File: src/rtl/spi_sr_pkg.sv
package spi_sr_pkg;

    localparam logic [7:0] OP_SET_EN  = 8'h06;
    localparam logic [7:0] OP_RD_STAT = 8'h05;
    localparam logic [7:0] OP_WR_STAT = 8'h01;

    // status byte layout
    localparam int SB_LOCK = 7;
    localparam int SB_BPH  = 3;
    localparam int SB_BPL  = 2;

    typedef enum logic [2:0] {
        ST_IDLE,
        ST_OPCODE,
        ST_WDATA,
        ST_ARM,
        ST_READ,
        ST_DROP
    } sr_state_e;

    function automatic logic [7:0] pack_status(input logic lock, input logic [1:0] bpv,
                                               input logic en, input logic busy);
        return {lock, 3'b000, bpv, en, busy};
    endfunction

endpackage

File: src/rtl/spi_sr_sync.sv
module spi_sr_sync #(
    parameter int             W       = 4,
    parameter logic [W-1:0]   RST_VAL = '0
) (
    input  logic         clk,
    input  logic         rst_n,
    input  logic [W-1:0] pin_i,
    output logic [W-1:0] lvl_o
);
    logic [W-1:0] meta_q;
    logic [W-1:0] sync_q;

    always_ff @(posedge clk or negedge rst_n) begin
        if (!rst_n) begin
            meta_q <= RST_VAL;
            sync_q <= RST_VAL;
        end else begin
            meta_q <= pin_i;
            sync_q <= meta_q;
        end
    end

    assign lvl_o = sync_q;
endmodule

File: src/rtl/spi_sr_edge.sv
module spi_sr_edge #(
    parameter logic RST = 1'b0
) (
    input  logic clk,
    input  logic rst_n,
    input  logic lvl_i,
    output logic rise_o,
    output logic fall_o
);
    logic prev_q;

    always_ff @(posedge clk or negedge rst_n) begin
        if (!rst_n) prev_q <= RST;
        else        prev_q <= lvl_i;
    end

    assign rise_o = lvl_i & ~prev_q;
    assign fall_o = ~lvl_i & prev_q;
endmodule

File: src/rtl/spi_sr_wcycle.sv
module spi_sr_wcycle import spi_sr_pkg::*; #(
    parameter int CYCLES = 64
) (
    input  logic       clk,
    input  logic       rst_n,
    input  logic       start_i,
    input  logic [7:0] data_i,
    input  logic       set_en_i,
    output logic       busy_o,
    output logic       done_o,
    output logic       en_o,
    output logic       lock_o,
    output logic [1:0] bp_o
);
    localparam int CW = $clog2(CYCLES + 1);

    logic [CW-1:0] cnt_q;
    logic          busy_q;
    logic [2:0]    pend_q;
    logic          en_q;
    logic          lock_q;
    logic [1:0]    bp_q;

    assign done_o = busy_q && (cnt_q == '0);

    always_ff @(posedge clk or negedge rst_n) begin
        if (!rst_n) begin
            cnt_q  <= '0;
            busy_q <= 1'b0;
            pend_q <= '0;
        end else if (start_i) begin
            busy_q <= 1'b1;
            cnt_q  <= CW'(CYCLES - 1);
            pend_q <= {data_i[SB_LOCK], data_i[SB_BPH], data_i[SB_BPL]};
        end else if (busy_q) begin
            if (cnt_q == '0) busy_q <= 1'b0;
            else             cnt_q  <= cnt_q - 1'b1;
        end
    end

    always_ff @(posedge clk or negedge rst_n) begin
        if (!rst_n) begin
            en_q   <= 1'b0;
            lock_q <= 1'b0;
            bp_q   <= '0;
        end else if (done_o) begin
            en_q   <= 1'b0;
            lock_q <= pend_q[2];
            bp_q   <= pend_q[1:0];
        end else if (set_en_i) begin
            en_q   <= 1'b1;
        end
    end

    assign busy_o = busy_q;
    assign en_o   = en_q;
    assign lock_o = lock_q;
    assign bp_o   = bp_q;
endmodule

File: src/rtl/spi_sr_fsm.sv
module spi_sr_fsm import spi_sr_pkg::*; (
    input  logic       clk,
    input  logic       rst_n,
    input  logic       cs_rise,
    input  logic       cs_fall,
    input  logic       sck_rise,
    input  logic       sck_fall,
    input  logic       mosi,
    input  logic       wp_n,
    input  logic       busy,
    input  logic       en,
    input  logic       lock,
    input  logic [7:0] status,
    output logic       set_en,
    output logic       wr_start,
    output logic [7:0] wr_data,
    output logic       miso
);
    sr_state_e  state_q, state_d;
    logic [2:0] bit_cnt_q;
    logic [7:0] shin_q;
    logic       arm_wr_q;
    logic [6:0] obuf_q;
    logic [2:0] ocnt_q;
    logic       miso_q;
    logic [7:0] byte_in;
    logic       last_bit;
    logic       fire;

    assign byte_in  = {shin_q[6:0], mosi};
    assign last_bit = sck_rise && (bit_cnt_q == 3'd7);

    // state register
    always_ff @(posedge clk or negedge rst_n) begin
        if (!rst_n) state_q <= ST_IDLE;
        else        state_q <= state_d;
    end

    // next state
    always_comb begin
        state_d = state_q;
        if (cs_rise) begin
            state_d = ST_IDLE;
        end else if (cs_fall) begin
            state_d = ST_OPCODE;
        end else begin
            unique case (state_q)
                ST_IDLE, ST_READ, ST_DROP: state_d = state_q;
                ST_OPCODE: begin
                    if (last_bit) begin
                        if (byte_in == OP_RD_STAT)      state_d = ST_READ;
                        else if (busy)                  state_d = ST_DROP;
                        else if (byte_in == OP_SET_EN)  state_d = ST_ARM;
                        else if (byte_in == OP_WR_STAT) state_d = ST_WDATA;
                        else                            state_d = ST_DROP;
                    end
                end
                ST_WDATA: if (last_bit) state_d = ST_ARM;
                ST_ARM:   if (sck_rise) state_d = ST_DROP;
                default:  state_d = ST_IDLE;
            endcase
        end
    end

    // outputs
    always_comb begin
        fire     = cs_rise && (state_q == ST_ARM);
        set_en   = fire && !arm_wr_q && !busy;
        wr_start = fire && arm_wr_q && en && !busy && (!lock || wp_n);
        wr_data  = shin_q;
        miso     = miso_q;
    end

    // shift registers
    always_ff @(posedge clk or negedge rst_n) begin
        if (!rst_n) begin
            bit_cnt_q <= '0;
            shin_q    <= '0;
            arm_wr_q  <= 1'b0;
            obuf_q    <= '0;
            ocnt_q    <= '0;
            miso_q    <= 1'b0;
        end else begin
            if (cs_fall) begin
                bit_cnt_q <= '0;
                ocnt_q    <= '0;
            end else if (sck_rise && (state_q == ST_OPCODE || state_q == ST_WDATA)) begin
                shin_q    <= byte_in;
                bit_cnt_q <= bit_cnt_q + 3'd1;
            end

            if (state_q == ST_OPCODE && state_d == ST_ARM)     arm_wr_q <= 1'b0;
            else if (state_q == ST_WDATA && state_d == ST_ARM) arm_wr_q <= 1'b1;

            if (cs_rise) begin
                miso_q <= 1'b0;
            end else if (sck_fall && state_q == ST_READ) begin
                // fresh snapshot at each byte start keeps the busy bit live
                if (ocnt_q == 3'd0) {miso_q, obuf_q} <= status;
                else                {miso_q, obuf_q} <= {obuf_q, 1'b0};
                ocnt_q <= ocnt_q + 3'd1;
            end
        end
    end
endmodule

File: src/rtl/spi_sr_ctrl.sv
module spi_sr_ctrl import spi_sr_pkg::*; #(
    parameter int WC_CYCLES = 64
) (
    input  logic       clk,
    input  logic       rst_n,
    input  logic       cs_n,
    input  logic       sck,
    input  logic       mosi,
    output logic       miso,
    input  logic       wp_n,
    output logic [1:0] bp
);
    localparam int              NPIN    = 4;
    localparam int              PI_CS   = 3;
    localparam int              PI_SCK  = 2;
    localparam int              PI_MOSI = 1;
    localparam int              PI_WP   = 0;
    localparam logic [NPIN-1:0] PIN_RST = 4'b1001;
    localparam int              NEDGE   = 2;

    logic [NPIN-1:0]  pin_lvl;
    logic [NEDGE-1:0] rise_v, fall_v;
    logic cs_rise, cs_fall, sck_rise, sck_fall;
    logic busy, wc_done, wc_start, set_en, wel, lock;
    logic [7:0] wr_data, status;

    spi_sr_sync #(.W(NPIN), .RST_VAL(PIN_RST)) sync_i (
        .clk   (clk),
        .rst_n (rst_n),
        .pin_i ({cs_n, sck, mosi, wp_n}),
        .lvl_o (pin_lvl)
    );

    // edge detectors for the sck (index 0) and cs (index 1) lines
    for (genvar g = 0; g < NEDGE; g++) begin : g_edge
        spi_sr_edge #(.RST(PIN_RST[PI_SCK + g])) edge_i (
            .clk    (clk),
            .rst_n  (rst_n),
            .lvl_i  (pin_lvl[PI_SCK + g]),
            .rise_o (rise_v[g]),
            .fall_o (fall_v[g])
        );
    end

    assign sck_rise = rise_v[PI_SCK - 2];
    assign sck_fall = fall_v[PI_SCK - 2];
    assign cs_rise  = rise_v[PI_CS - 2];
    assign cs_fall  = fall_v[PI_CS - 2];

    assign status = pack_status(lock, bp, wel, busy);

    spi_sr_fsm fsm_i (
        .clk      (clk),
        .rst_n    (rst_n),
        .cs_rise  (cs_rise),
        .cs_fall  (cs_fall),
        .sck_rise (sck_rise),
        .sck_fall (sck_fall),
        .mosi     (pin_lvl[PI_MOSI]),
        .wp_n     (pin_lvl[PI_WP]),
        .busy     (busy),
        .en       (wel),
        .lock     (lock),
        .status   (status),
        .set_en   (set_en),
        .wr_start (wc_start),
        .wr_data  (wr_data),
        .miso     (miso)
    );

    spi_sr_wcycle #(.CYCLES(WC_CYCLES)) wcyc_i (
        .clk      (clk),
        .rst_n    (rst_n),
        .start_i  (wc_start),
        .data_i   (wr_data),
        .set_en_i (set_en),
        .busy_o   (busy),
        .done_o   (wc_done),
        .en_o     (wel),
        .lock_o   (lock),
        .bp_o     (bp)
    );
endmodule

File: config.mk
export PLATFORM = sky130hd
export DESIGN_NAME = spi_sr_ctrl
export DESIGN_NICKNAME = d
export VERILOG_FILES = /design/src/rtl/spi_sr_pkg.sv /design/src/rtl/spi_sr_sync.sv /design/src/rtl/spi_sr_edge.sv /design/src/rtl/spi_sr_wcycle.sv /design/src/rtl/spi_sr_fsm.sv /design/src/rtl/spi_sr_ctrl.sv
export SDC_FILE = /design/constraint.sdc
export NUM_CORES = 1
export LEC_CHECK = 0
export BUFFER_PORTS_ARGS = -buffer_cell sky130_fd_sc_hd__buf_4
export CAP_MARGIN = 15
export CORE_AREA = 2 2 85 87
export DETAILED_ROUTE_END_ITERATION = 10
export DIE_AREA = 0 0 87 89
export SLEW_MARGIN = 10
export SYNTH_ARGS = -nofsm -noshare
export SYNTH_HDL_FRONTEND = slang
export SYNTH_SLANG_ARGS = --single-unit
File: constraint.sdc
create_clock -name clk -period 2.7 [get_ports clk]
set_clock_uncertainty 0.15 [all_clocks]
set_input_delay 0.81 -clock clk [delete_from_list [all_inputs] [get_ports clk]]
set_output_delay 0.81 -clock clk [all_outputs]
set_load 0.05 [all_outputs]
## Yosys cells after proc, flatten, opt, wreduce, memory -nomap -nowiden

Index checks and enable logic that the tools add are counted.
Widths: inputs -> output; s select.

- $add $sub $neg: 3
- Bitwise operators: 10
- Eq/ne operators: 11
- Muxes and demuxes: 29
- Reduce and logical (&&, ||, !) cells: 30

Operators with widths:

| cell | number |
|---|---|
| $mux 3 | 14 |
| $mux 7 | 4 |
| $eq 8x3->1 const B | 2 |
| $logic_and 1x1->1 | 13 |
| $pmux 3 s4 | 1 |
| $mux 1 | 10 |
| $reduce_bool 2->1 | 5 |
| $eq 3x2->1 const B | 3 |
| $eq 3x3->1 const B | 3 |
| $eq 8x1->1 const B | 1 |
| $logic_not 7->1 | 1 |
| $sub 7x1->7 const B | 1 |
| $add 3x1->3 const B | 2 |
| $logic_not 3->1 | 2 |
| $not 1->1 | 6 |
| $reduce_and 2->1 | 3 |
| $and 1x1->1 | 4 |
| $eq 3x1->1 const B | 1 |
| $logic_not 1->1 | 3 |
| $reduce_or 3->1 | 1 |
| $logic_or 1x1->1 | 2 |
| $ne 2x2->1 const B | 1 |

- Logic and storage cells: 100
- Output and inout port bits: 3
- Bits in registers: 51
- Bits of input ports: 6

## Logic depth before layout (Yosys ltp)

Gate-level depths: netlist of the first run.

- Word-level depth: 13
- Gate-level depth with buffers: 7

## By module

A second synthesis of the first run with hierarchy kept.

- Cells, all modules: 200
- Area total of the unflattened synthesis: 2357.3 um2

By module, submodules not included:

| module | times used | cells an instance | area an instance (um2) |
|---|---|---|---|
| spi_sr_fsm | 1 | 127 | 1371.3 |
| spi_sr_wcycle | 1 | 58 | 695.7 |
| spi_sr_sync | 1 | 8 | 205.2 |
| spi_sr_edge (g_edge[1].edge_i) | 1 | 3 | 41.3 |
| spi_sr_edge (g_edge[0].edge_i) | 1 | 3 | 40.0 |
| spi_sr_ctrl | 1 | 1 | 3.8 |

## Least setup slack after synthesis of the first run

No wires, ideal clock.

- Path type: register -> register
- Start point: reg fsm_i.bit_cnt_q[0]
- End point: reg fsm_i.arm_wr_q
- Path slack: 482 ps
- Arrival: 1947 ps
- Data required time: 2428 ps
- Stages on the path, launching flop included: 8
- Path buffers: 0
- Setup time: 122 ps
- Cell sequence: dfrtp_1 -> ha_1 -> ha_1 -> and3b_1 -> o21a_1 -> maj3_1 -> or2_2 -> a32o_1

- Word-level cells in the longest chain between the ends: 9
- Elaborated cells between the ends (all ways): 12

Ends and longest elaborated chain:

| what | RTL line | source |
|---|---|---|
| start: declaration | spi_sr_fsm.sv:20 | `logic [2:0] bit_cnt_q;` |
| start signal: assignment | spi_sr_fsm.sv:89 | `bit_cnt_q <= bit_cnt_q + 3'd1;` |
| $eq 3x3->1 (*) | spi_sr_fsm.sv:31 | `assign last_bit = sck_rise && (bit_cnt_q == 3'd7);` |
| $logic_and 1x1->1 (*) | spi_sr_fsm.sv:31 |  |
| $mux 3, on equally long branches | spi_sr_fsm.sv:58, spi_sr_fsm.sv:50 |  |
| $pmux 3 s4 (*) | spi_sr_fsm.sv:47 | `unique case (state_q)` |
| $mux 3 (*) | spi_sr_fsm.sv:44 | `end else if (cs_fall) begin` |
| $mux 3 (*) | spi_sr_fsm.sv:42 | `if (cs_rise) begin` |
| net fsm_i.state_d[0] | spi_sr_fsm.sv:19 | `sr_state_e state_q, state_d;` |
| $eq 3x2->1 (*) | spi_sr_fsm.sv:92, spi_sr_fsm.sv:93 |  |
| $logic_and 1x1->1, on equally long branches | spi_sr_fsm.sv:92, spi_sr_fsm.sv:93 |  |
| $mux 1 or $reduce_bool 2->1 (tied branches) | - |  |
| end signal: assignment | spi_sr_fsm.sv:79 | `arm_wr_q <= 1'b0;` |
| end signal: assignment | spi_sr_fsm.sv:92 | `if (state_q == ST_OPCODE && state_d == ST_ARM) arm_wr_q <= 1'b0;` |
| end signal: assignment | spi_sr_fsm.sv:93 | `else if (state_q == ST_WDATA && state_d == ST_ARM) arm_wr_q <= 1'b1;` |
| end: declaration | spi_sr_fsm.sv:22 | `logic arm_wr_q;` |

Mark *: on every way through the listed nets, which the timed path passes. The rest lies on a longest branch.
A chain may end at the register's enable or synchronous reset.

## Final worst setup path of the first run

Same ends and word-level chain as after synthesis.

==> results of run 1 <==
-- layout by cell type (no fill, tap or decap), drive strengths merged, types with 2 or more instances in the layout --
cell type,n
a21oi,3
a311oi,2
and2,2
and3,3
and3b,2
buf,9
clkbuf,5
clkinv,2
dfrtp,46
dfstp,5
ha,6
inv,9
mux2,13
mux2i,6
nand2,23
nand2b,3
nand3,4
nor2,12
nor2b,3
nor3,3
nor3b,2
nor4,2
o211ai,3
o21a,4
o21ai,13
or2,2
or3,2
xnor2,5
xor2,2
-- routing by layer --
layer,global-route usage,up-vias
li1,-,725
met1,0.152,736
met2,0.181,26
met3,0.0305,6
met4,0.0526,0
met5,0,-
-- stage by stage --
stage               area (um^2)  power, W  utilization  setup slack [ns]  hold slack [ns]
finish                     2540   0.00150        0.377             0.393            0.206
global route               2540   0.00157        0.377             0.289            0.218
CTS                        2540   0.00153        0.377             0.393            0.210
detailed placement         2440   0.00106        0.364             0.409            0.186
global placement           2440   0.00106        0.364             0.440            0.184
floorplan                  2310   0.00101            -             0.482            0.181
-- cell type report --
cell class	count	area share
Clock inverter	3	0.00987
Tap cell	80	0.0395
Sequential cell	51	0.506
Clock buffer	5	0.0271
Multi-Input combinational cell	136	0.378
Timing Repair Buffer	9	0.0266
Inverter	9	0.0133
-- how the worst max path moves through the flow --
stage / slack [ns] / to / start / cells after the start
2_1_floorplan: 0.48 / fsm_i.arm_wr_q / fsm_i.bit_cnt_q[0] / 7
3_3_place_gp: 0.44 / fsm_i.arm_wr_q / fsm_i.bit_cnt_q[0] / 7
3_5_place_dp: 0.41 / fsm_i.arm_wr_q / fsm_i.bit_cnt_q[0] / 7
4_1_cts: 0.39 / fsm_i.arm_wr_q / fsm_i.bit_cnt_q[0] / 7
5_1_grt: 0.29 / fsm_i.arm_wr_q / fsm_i.bit_cnt_q[0] / 7
6_report: 0.39 / fsm_i.arm_wr_q / fsm_i.bit_cnt_q[0] / 7
-- state kept, by name, indices dropped and copies added (netlist names) --
signal	cells
wcyc_i.lock_o	1
fsm_i.obuf_q	7
wcyc_i.pend_q	3
fsm_i.ocnt_q	3
fsm_i.wr_data	8
wcyc_i.cnt_q	7
wcyc_i.bp_o	2
fsm_i.miso	1
fsm_i.bit_cnt_q	3
wcyc_i.en_o	1
wcyc_i.busy_o	1
sync_i.meta_q	4
sync_i.lvl_o	4
g_edge.edge_i.prev_q	2
fsm_i.state_q	3
fsm_i.arm_wr_q	1
-- report_power, final --
part           internal, W  switching [W]
combinational    0.0000958      0.0000643
clock             0.000186       0.000269
sequential        0.000824      0.0000602
total              0.00111       0.000393
-- cell families (layout without fill, tap and decap cells) --
logic type               Yosys count  in the layout  synth area share
multiplexers                      19             19             0.101
XOR/XNOR                           7              7            0.0266
flip-flops                        51             51             0.556
buffers and inverters             15             26            0.0282
adder cells (fa/ha/maj)            7              7            0.0369
AO/OA/AOI/OAI                     33             33            0.0944
AND/OR/NAND/NOR                   70             70             0.157
-- critical path, cell delays in order, from the launching register on --
cell and delay [ns]:
dfrtp_1 0.40, ha_1 0.20, ha_1 0.20, and3b_1 0.18, o21a_1 0.17, maj3_1 0.36
or2_2 0.29, a32o_1 0.24
==> impl_metrics.env, run 1 <==
export IMPL_yosysWarnings=0
export IMPL_syn_nets=214
export IMPL_regToRegSetupSlack_ns=0.39
export IMPL_worstHoldEndpoint="sync_i.lvl_o[1]"
export IMPL_required_ns=2.75
export IMPL_pin_count=9
export IMPL_synth_top_area_frac=0.499
export IMPL_multi_input_area_um2=958
export IMPL_ys_seq_area_frac=0.556
export IMPL_cts_buffers=5
export IMPL_synth_seq_cells=51
export IMPL_min_from="sync_i.meta_q[1]"
export IMPL_ys_types=47
export IMPL_fillers=658
export IMPL_p_per_area_nw_per_um2=591
export IMPL_ir_drop_mv=0.231
export IMPL_min_period_ns=2.31
export IMPL_die_y_um=89
export IMPL_cts_tree="built"
export IMPL_yosysTopAreaCell="dfrtp_1"
export IMPL_wl_met1_um=1840
export IMPL_endpoint_kind="flip-flop"
export IMPL_cts_sinks=51
export IMPL_worst_pin_slew_ns=0.626
export IMPL_hold_viol=0
export IMPL_wl_met2_um=1750
export IMPL_cts_reportedPaths_clkPinSlew_ns=0.10
export IMPL_grt_pass1_vias=1516
export IMPL_post_cts_buffers=0
export IMPL_synth_cells=202
export IMPL_seq_area_um2=1280
export IMPL_wl_per_cell_um=13.0
export IMPL_root_buffer="clkbuf_8"
export IMPL_synthTopCellsByArea="dfrtp_1 50%, dfstp_2 5.7%, mux2_4 4.6%, nand2_1 3.7%, ha_1 3.3%"
export IMPL_worstSkewPairLatency_ns=0.31
export IMPL_final_cell_count_no_fill=293
export IMPL_gp_congestion=0.850
export IMPL_numPortBuffers=8
export IMPL_dpl_hpwl_um=2580
export IMPL_num_nets_final=224
export IMPL_leakage_nw=1.24
export IMPL_antennaDiodeCount=0
export IMPL_ant_nets=0
export IMPL_start_util=0.343
export IMPL_fp_dieW_um=87
export IMPL_start_kind="flip-flop"
export IMPL_grt_pass1_wl_um=7020
export IMPL_r2r_start="fsm_i.bit_cnt_q[0]"
export IMPL_drc=0
export IMPL_cts_hold_buf=0
export IMPL_drv_slew=0
export IMPL_crit_fanout=3
export IMPL_drt_pass1_iterations=4
export IMPL_max_clock_freq_ghz=0.433
export IMPL_maxCapViolCount=0
export IMPL_synth_edf_count=0
export IMPL_status="completed"
export IMPL_routed_wl_um=3800
export IMPL_tns_ns=0
export IMPL_clockBufferDepth=2
export IMPL_grt_ovfl_total=0
export IMPL_cts_resized_gates=0
export IMPL_htreeDepth=2
export IMPL_grt_max_degree=52
export IMPL_num_vias=1493
export IMPL_area_delta_synth_final_pct=9.98
export IMPL_die_area_um2=7740
export IMPL_critical_path_class="flip-flop to flip-flop"
export IMPL_async_reset_ff_frac=1.00
export IMPL_rows=30
export IMPL_reg2regPathDepth=7
export IMPL_dr_max_layer_used="met4"
export IMPL_crit_arrival_ns=2.36
export IMPL_track_usage=0.116
export IMPL_dp_cells=285
export IMPL_syn_area_um2=2310
export IMPL_slew_headroom=0.583
export IMPL_vias_per_cell=5.10
export IMPL_coreArea_um2=6720
export IMPL_hold_depth=0
export IMPL_finalCritPeriodShare=0.854
export IMPL_layout_drive_gt1_share=0.169
export IMPL_grt_setup_unrepaired="no"
export IMPL_setup_viol=0
export IMPL_avgSynthCellArea_um2=11.4
export IMPL_hp_class="flip-flop to flip-flop"
export IMPL_wl_met3_um=139
export IMPL_synth_most_common_cell="dfrtp_1"
export IMPL_r2r_end="fsm_i.arm_wr_q"
export IMPL_ys_flop_type="dfrtp_1"
export IMPL_drt_iter0_markers=40
export IMPL_antenna_found_initial=0
export IMPL_synth_common_cells="46 x dfrtp_1, 23 x nand2_1, 13 x o21ai_0"
Note: power is estimated with default switching activity, not from simulation.
==> run 2: changes to the inputs <==
--- a/config.mk
+++ b/config.mk
@@ -5,7 +5,7 @@
 export SDC_FILE = /design/constraint.sdc
 export NUM_CORES = 1
 export LEC_CHECK = 0
-export BUFFER_PORTS_ARGS = -buffer_cell sky130_fd_sc_hd__buf_4
+export BUFFER_PORTS_ARGS = -buffer_cell sky130_fd_sc_hd__buf_2
 export CAP_MARGIN = 15
 export CORE_AREA = 2 2 85 87
 export DETAILED_ROUTE_END_ITERATION = 10
==> impl_metrics.env, run 2 (synthesis results as in run 1) <==
export IMPL_mostFrequentLayoutCells="46 x dfrtp_1, 23 x nand2_1, 13 x o21ai_0, 12 x nor2_1, 9 x inv_1"
export IMPL_crit_arrival_ns=2.38
export IMPL_hold_viol=0
export IMPL_mostFrequentLayoutCell="dfrtp_1"
export IMPL_cp_common_cell="ha_1"
export IMPL_min_period_ns=2.33
export IMPL_pin_count=9
export IMPL_endpoint_kind="flip-flop"
export IMPL_grt_ovfl_total=0
export IMPL_path_buf_inv=0
export IMPL_wl_per_cell_um=12.6
export IMPL_dpl_hpwl_um=2610
export IMPL_post_cts_buffers=0
export IMPL_layout_drive_gt1_share=0.173
export IMPL_num_vias=1439
export IMPL_root_buffer="clkbuf_8"
export IMPL_maxCapViolCount=0
export IMPL_htreeDepth=2
export IMPL_setup_viol=0
export IMPL_cp_slowest_stage_delay_ns=0.41
export IMPL_cpMaxStageDelayCell="dfrtp_1"
export IMPL_ir_drop_mv=0.323
export IMPL_cts_reportedPaths_clkPinSlew_ns=0.10
export IMPL_cts_tree="built"
export IMPL_setup_slack_ns=0.367
export IMPL_drt_pass1_iterations=4
export IMPL_fp_dieW_um=87
export IMPL_finalCritPeriodShare=0.864
export IMPL_grt_pass1_wl_um=6620
export IMPL_grt_setup_unrepaired="no"
export IMPL_min_from="sync_i.meta_q[1]"
export IMPL_antenna_found_initial=0
export IMPL_place_ws_ns=0.389
export IMPL_worstSkewPairLatency_ns=0.31
export IMPL_vias_per_cell=4.89
export IMPL_largest_reg_flops=8
export IMPL_tns_ns=0
export IMPL_gp_congestion=0.836
export IMPL_worst_pin_slew_ns=0.527
export IMPL_numPortBuffers=8
export IMPL_worstHoldEndpoint="sync_i.lvl_o[1]"
export IMPL_drt_iter0_markers=49
export IMPL_max_clock_freq_ghz=0.429
export IMPL_clockBufferDepth=2
export IMPL_hold_depth=0
export IMPL_num_nets_final=225
export IMPL_start_util=0.343
export IMPL_hp_class="flip-flop to flip-flop"
export IMPL_cts_hold_buf=0
export IMPL_die_area_um2=7740
export IMPL_ant_nets=0
export IMPL_drc=0
export IMPL_crit_chain="ha_1, ha_1, and3b_1, o21a_1, maj3_1, or2_2, a32o_1"
export IMPL_grt_pass1_vias=1395
export IMPL_leakage_nw=1.25
export IMPL_post_route_util=0.381
export IMPL_coreArea_um2=6720
export IMPL_cts_buffers=5
export IMPL_die_y_um=89
export IMPL_r2r_end="fsm_i.arm_wr_q"
export IMPL_cts_sinks=51
export IMPL_status="completed"
export IMPL_rows=30
export IMPL_required_ns=2.75
export IMPL_reg2regPathDepth=7
export IMPL_path_delay_family="adder cells"
export IMPL_antennaDiodeCount=0
export IMPL_cts_resized_gates=0
export IMPL_routed_wl_um=3700
export IMPL_slew_headroom=0.645
export IMPL_r2r_start="fsm_i.bit_cnt_q[0]"
export IMPL_p_per_area_nw_per_um2=624
export IMPL_crit_fanout=3
export IMPL_area_delta_synth_final_pct=10.9
export IMPL_critical_path_class="flip-flop to flip-flop"
export IMPL_grt_max_degree=32
export IMPL_regToRegSetupSlack_ns=0.37
export IMPL_start_kind="flip-flop"
export IMPL_track_usage=0.110
export IMPL_drv_slew=0
==> run 2: cell types whose count changed in the layout (fill, tap and decap cells not counted) <==
cell	previous run	this run
buf_2	0	8
buf_4	9	1
clkinv_4	2	0
buf_12	0	1
bufinv_16	0	1
inv_6	0	1
==> run 2: worst reg2reg max path, delay by kind of cell (launching register included) <==
kind	cells	cell delay (ns)
AOI/OAI and AO/OA	2	0.42
and+or+nand+nor	2	0.48
adders and majority gates	3	0.77
DFF	1	0.41
==> run 2: layer usage <==
layer | GRT usage | wire length [um] | up-vias
li1 | - | - | 719
met1 | 0.154 | 1910 | 701
met2 | 0.162 | 1640 | 13
met3 | 0.0286 | 100 | 6
met4 | 0.0469 | 51 | 0
met5 | 0 | 0 | -
==> run 2: cell type report <==
type / instances / area [um^2]
sequential: 51 / 1280
multi-input combinational: 136 / 958
tap: 80 / 100
timing repair buffer: 10 / 67.6
inverter: 9 / 33.8
clock buffer: 5 / 68.8
clock inverter: 3 / 46.3
fill: 670 / 4160
==> run 2: worst max-delay path by stage <==
stage                  startpoint              to  slack (ns)  depth (start not counted)
2_1_floorplan  fsm_i.bit_cnt_q[0]  fsm_i.arm_wr_q        0.48                          7
3_3_place_gp   fsm_i.bit_cnt_q[0]  fsm_i.arm_wr_q        0.44                          7
3_5_place_dp   fsm_i.bit_cnt_q[0]  fsm_i.arm_wr_q        0.39                          7
4_1_cts        fsm_i.bit_cnt_q[0]  fsm_i.arm_wr_q        0.38                          7
5_1_grt        fsm_i.bit_cnt_q[0]  fsm_i.arm_wr_q        0.32                          7
6_report       fsm_i.bit_cnt_q[0]  fsm_i.arm_wr_q        0.37                          7
==> run 2: where the power goes <==
| group | switching (W) | internal (W) |
|---|---|---|
| combinational | 0.0000658 | 0.0000968 |
| sequential | 0.0000598 | 0.000824 |
| clock | 0.000269 | 0.000280 |
==> run 2: through the flow <==
stage	total power [W]	std cells	instance area, um^2	hold WS (ns)
global placement	0.00106	286	2440	0.184
CTS	0.00162	294	2560	0.200
floorplan	0.00101	202	2310	0.181
global route	0.00167	294	2560	0.205
finish	0.00159	294	2560	0.205
detailed placement	0.00107	286	2440	0.185
==> run 3: changes to the inputs <==
--- a/config.mk
+++ b/config.mk
@@ -10,6 +10,7 @@
 export CORE_AREA = 2 2 85 87
 export DETAILED_ROUTE_END_ITERATION = 10
 export DIE_AREA = 0 0 87 89
+export MAX_ROUTING_LAYER = met4
 export SLEW_MARGIN = 10
 export SYNTH_ARGS = -nofsm -noshare
 export SYNTH_HDL_FRONTEND = slang
==> impl_metrics.env, run 3 (synthesis results as in run 1) <==
export IMPL_min_period_ns=2.33
export IMPL_num_vias=1437
export IMPL_antenna_found_initial=0
export IMPL_drc=0
export IMPL_status="completed"
export IMPL_max_clock_freq_ghz=0.429
export IMPL_slew_headroom=0.645
export IMPL_mostFrequentLayoutCell="dfrtp_1"
export IMPL_die_area_um2=7740
export IMPL_fp_dieW_um=87
export IMPL_worstSkewPairLatency_ns=0.31
export IMPL_cts_reportedPaths_clkPinSlew_ns=0.10
export IMPL_largest_reg_flops=8
export IMPL_final_cell_count_no_fill=294
export IMPL_crit_fanout=3
export IMPL_start_util=0.343
export IMPL_clockBufferDepth=2
export IMPL_r2r_start="fsm_i.bit_cnt_q[0]"
export IMPL_root_buffer="clkbuf_8"
export IMPL_hold_depth=0
export IMPL_pin_count=9
export IMPL_numPortBuffers=8
export IMPL_dp_cells=286
export IMPL_hp_class="flip-flop to flip-flop"
export IMPL_tns_ns=0
export IMPL_reg2regPathDepth=7
export IMPL_drt_pass1_iterations=4
export IMPL_vias_per_cell=4.89
export IMPL_r2r_end="fsm_i.arm_wr_q"
export IMPL_routed_wl_um=3700
export IMPL_place_ws_ns=0.389
export IMPL_leakage_nw=1.25
export IMPL_maxCapViolCount=0
export IMPL_wl_per_cell_um=12.6
export IMPL_cts_sinks=51
export IMPL_cts_tree="built"
export IMPL_worstSetupEndpoint="fsm_i.arm_wr_q"
export IMPL_ant_nets=0
export IMPL_num_nets_final=225
export IMPL_gp_congestion=0.849
export IMPL_worst_pin_slew_ns=0.527
export IMPL_setup_slack_ns=0.367
export IMPL_finalCritPeriodShare=0.864
export IMPL_critical_path_class="flip-flop to flip-flop"
export IMPL_grt_pass1_vias=1398
export IMPL_holdWs_ns=0.205
export IMPL_hold_viol=0
export IMPL_post_cts_buffers=0
export IMPL_setup_viol=0
export IMPL_cts_buffers=5
export IMPL_layout_drive_gt1_share=0.173
export IMPL_start_kind="flip-flop"
export IMPL_cts_resized_gates=0
export IMPL_ir_drop_mv=0.322
export IMPL_die_y_um=89
export IMPL_rows=30
export IMPL_required_ns=2.75
export IMPL_grt_setup_unrepaired="no"
export IMPL_regToRegSetupSlack_ns=0.37
export IMPL_crit_arrival_ns=2.38
export IMPL_grt_max_degree=32
export IMPL_htreeDepth=2
export IMPL_cts_hold_buf=0
export IMPL_drt_iter0_markers=49
export IMPL_track_usage=0.114
export IMPL_grt_pass1_wl_um=6620
export IMPL_grt_ovfl_total=0
export IMPL_p_per_area_nw_per_um2=623
export IMPL_coreArea_um2=6720
export IMPL_area_delta_synth_final_pct=10.9
export IMPL_worstSetupStartpoint="fsm_i.bit_cnt_q[0]"
export IMPL_drv_slew=0
export IMPL_mostFrequentLayoutCells="46 x dfrtp_1, 23 x nand2_1, 13 x o21ai_0, 12 x nor2_1, 9 x inv_1"
export IMPL_total_power_w=0.00159
export IMPL_dpl_hpwl_um=2610
export IMPL_endpoint_kind="flip-flop"
export IMPL_antennaDiodeCount=0
run 3: cell counts in the layout (fill, tap and decap cells not counted):
Identical to the previous run, type by type.
run 3: how the worst min path moves through the flow:
| stage | start | to | slack (ns) |
|---|---|---|---|
| after floorplan | sync_i.meta_q[1] | sync_i.lvl_o[1] | 0.18 |
| after CTS | sync_i.meta_q[0] | sync_i.lvl_o[0] | 0.20 |
| after global routing | sync_i.meta_q[0] | sync_i.lvl_o[0] | 0.20 |
| final | sync_i.meta_q[1] | sync_i.lvl_o[1] | 0.21 |
| after global placement | sync_i.meta_q[1] | sync_i.lvl_o[1] | 0.18 |
| after detailed placement | sync_i.meta_q[1] | sync_i.lvl_o[1] | 0.18 |
run 3: critical path: stages (launching register included):
cell and delay [ns]:
dfrtp_1 0.41, ha_1 0.20, ha_1 0.20, and3b_1 0.19, o21a_1 0.17, maj3_1 0.37
or2_2 0.29, a32o_1 0.25
run 3: metal layers:
layer,global-route usage,up-vias,part of all wire
met5,-,-,0
met4,0.0469,0,0.014
met3,0.0286,6,0.027
met2,0.162,13,0.44
met1,0.154,699,0.52
li1,-,719,-
run 3: stage by stage:
stage	area, um^2	util
after floorplan	2310	-
after global placement	2440	0.364
after detailed placement	2440	0.364
after CTS	2560	0.381
after global routing	2560	0.381
final	2560	0.381
run 3: cell type report:
type	count	area [um^2]
clock buffer	5	68.8
clock inverter	3	46.3
fill	670	4160
inverter	9	33.8
multi-input combinational	136	958
sequential	51	1280
tap	80	100
timing repair buffer	10	67.6
run 3: report_power, final:
part	leakage [nW]	total, W	switching [W]	internal [W]
combinational	0.527	0.000163	0.0000658	0.0000968
clock	0.0548	0.000547	0.000268	0.000280
sequential	0.672	0.000884	0.0000597	0.000824
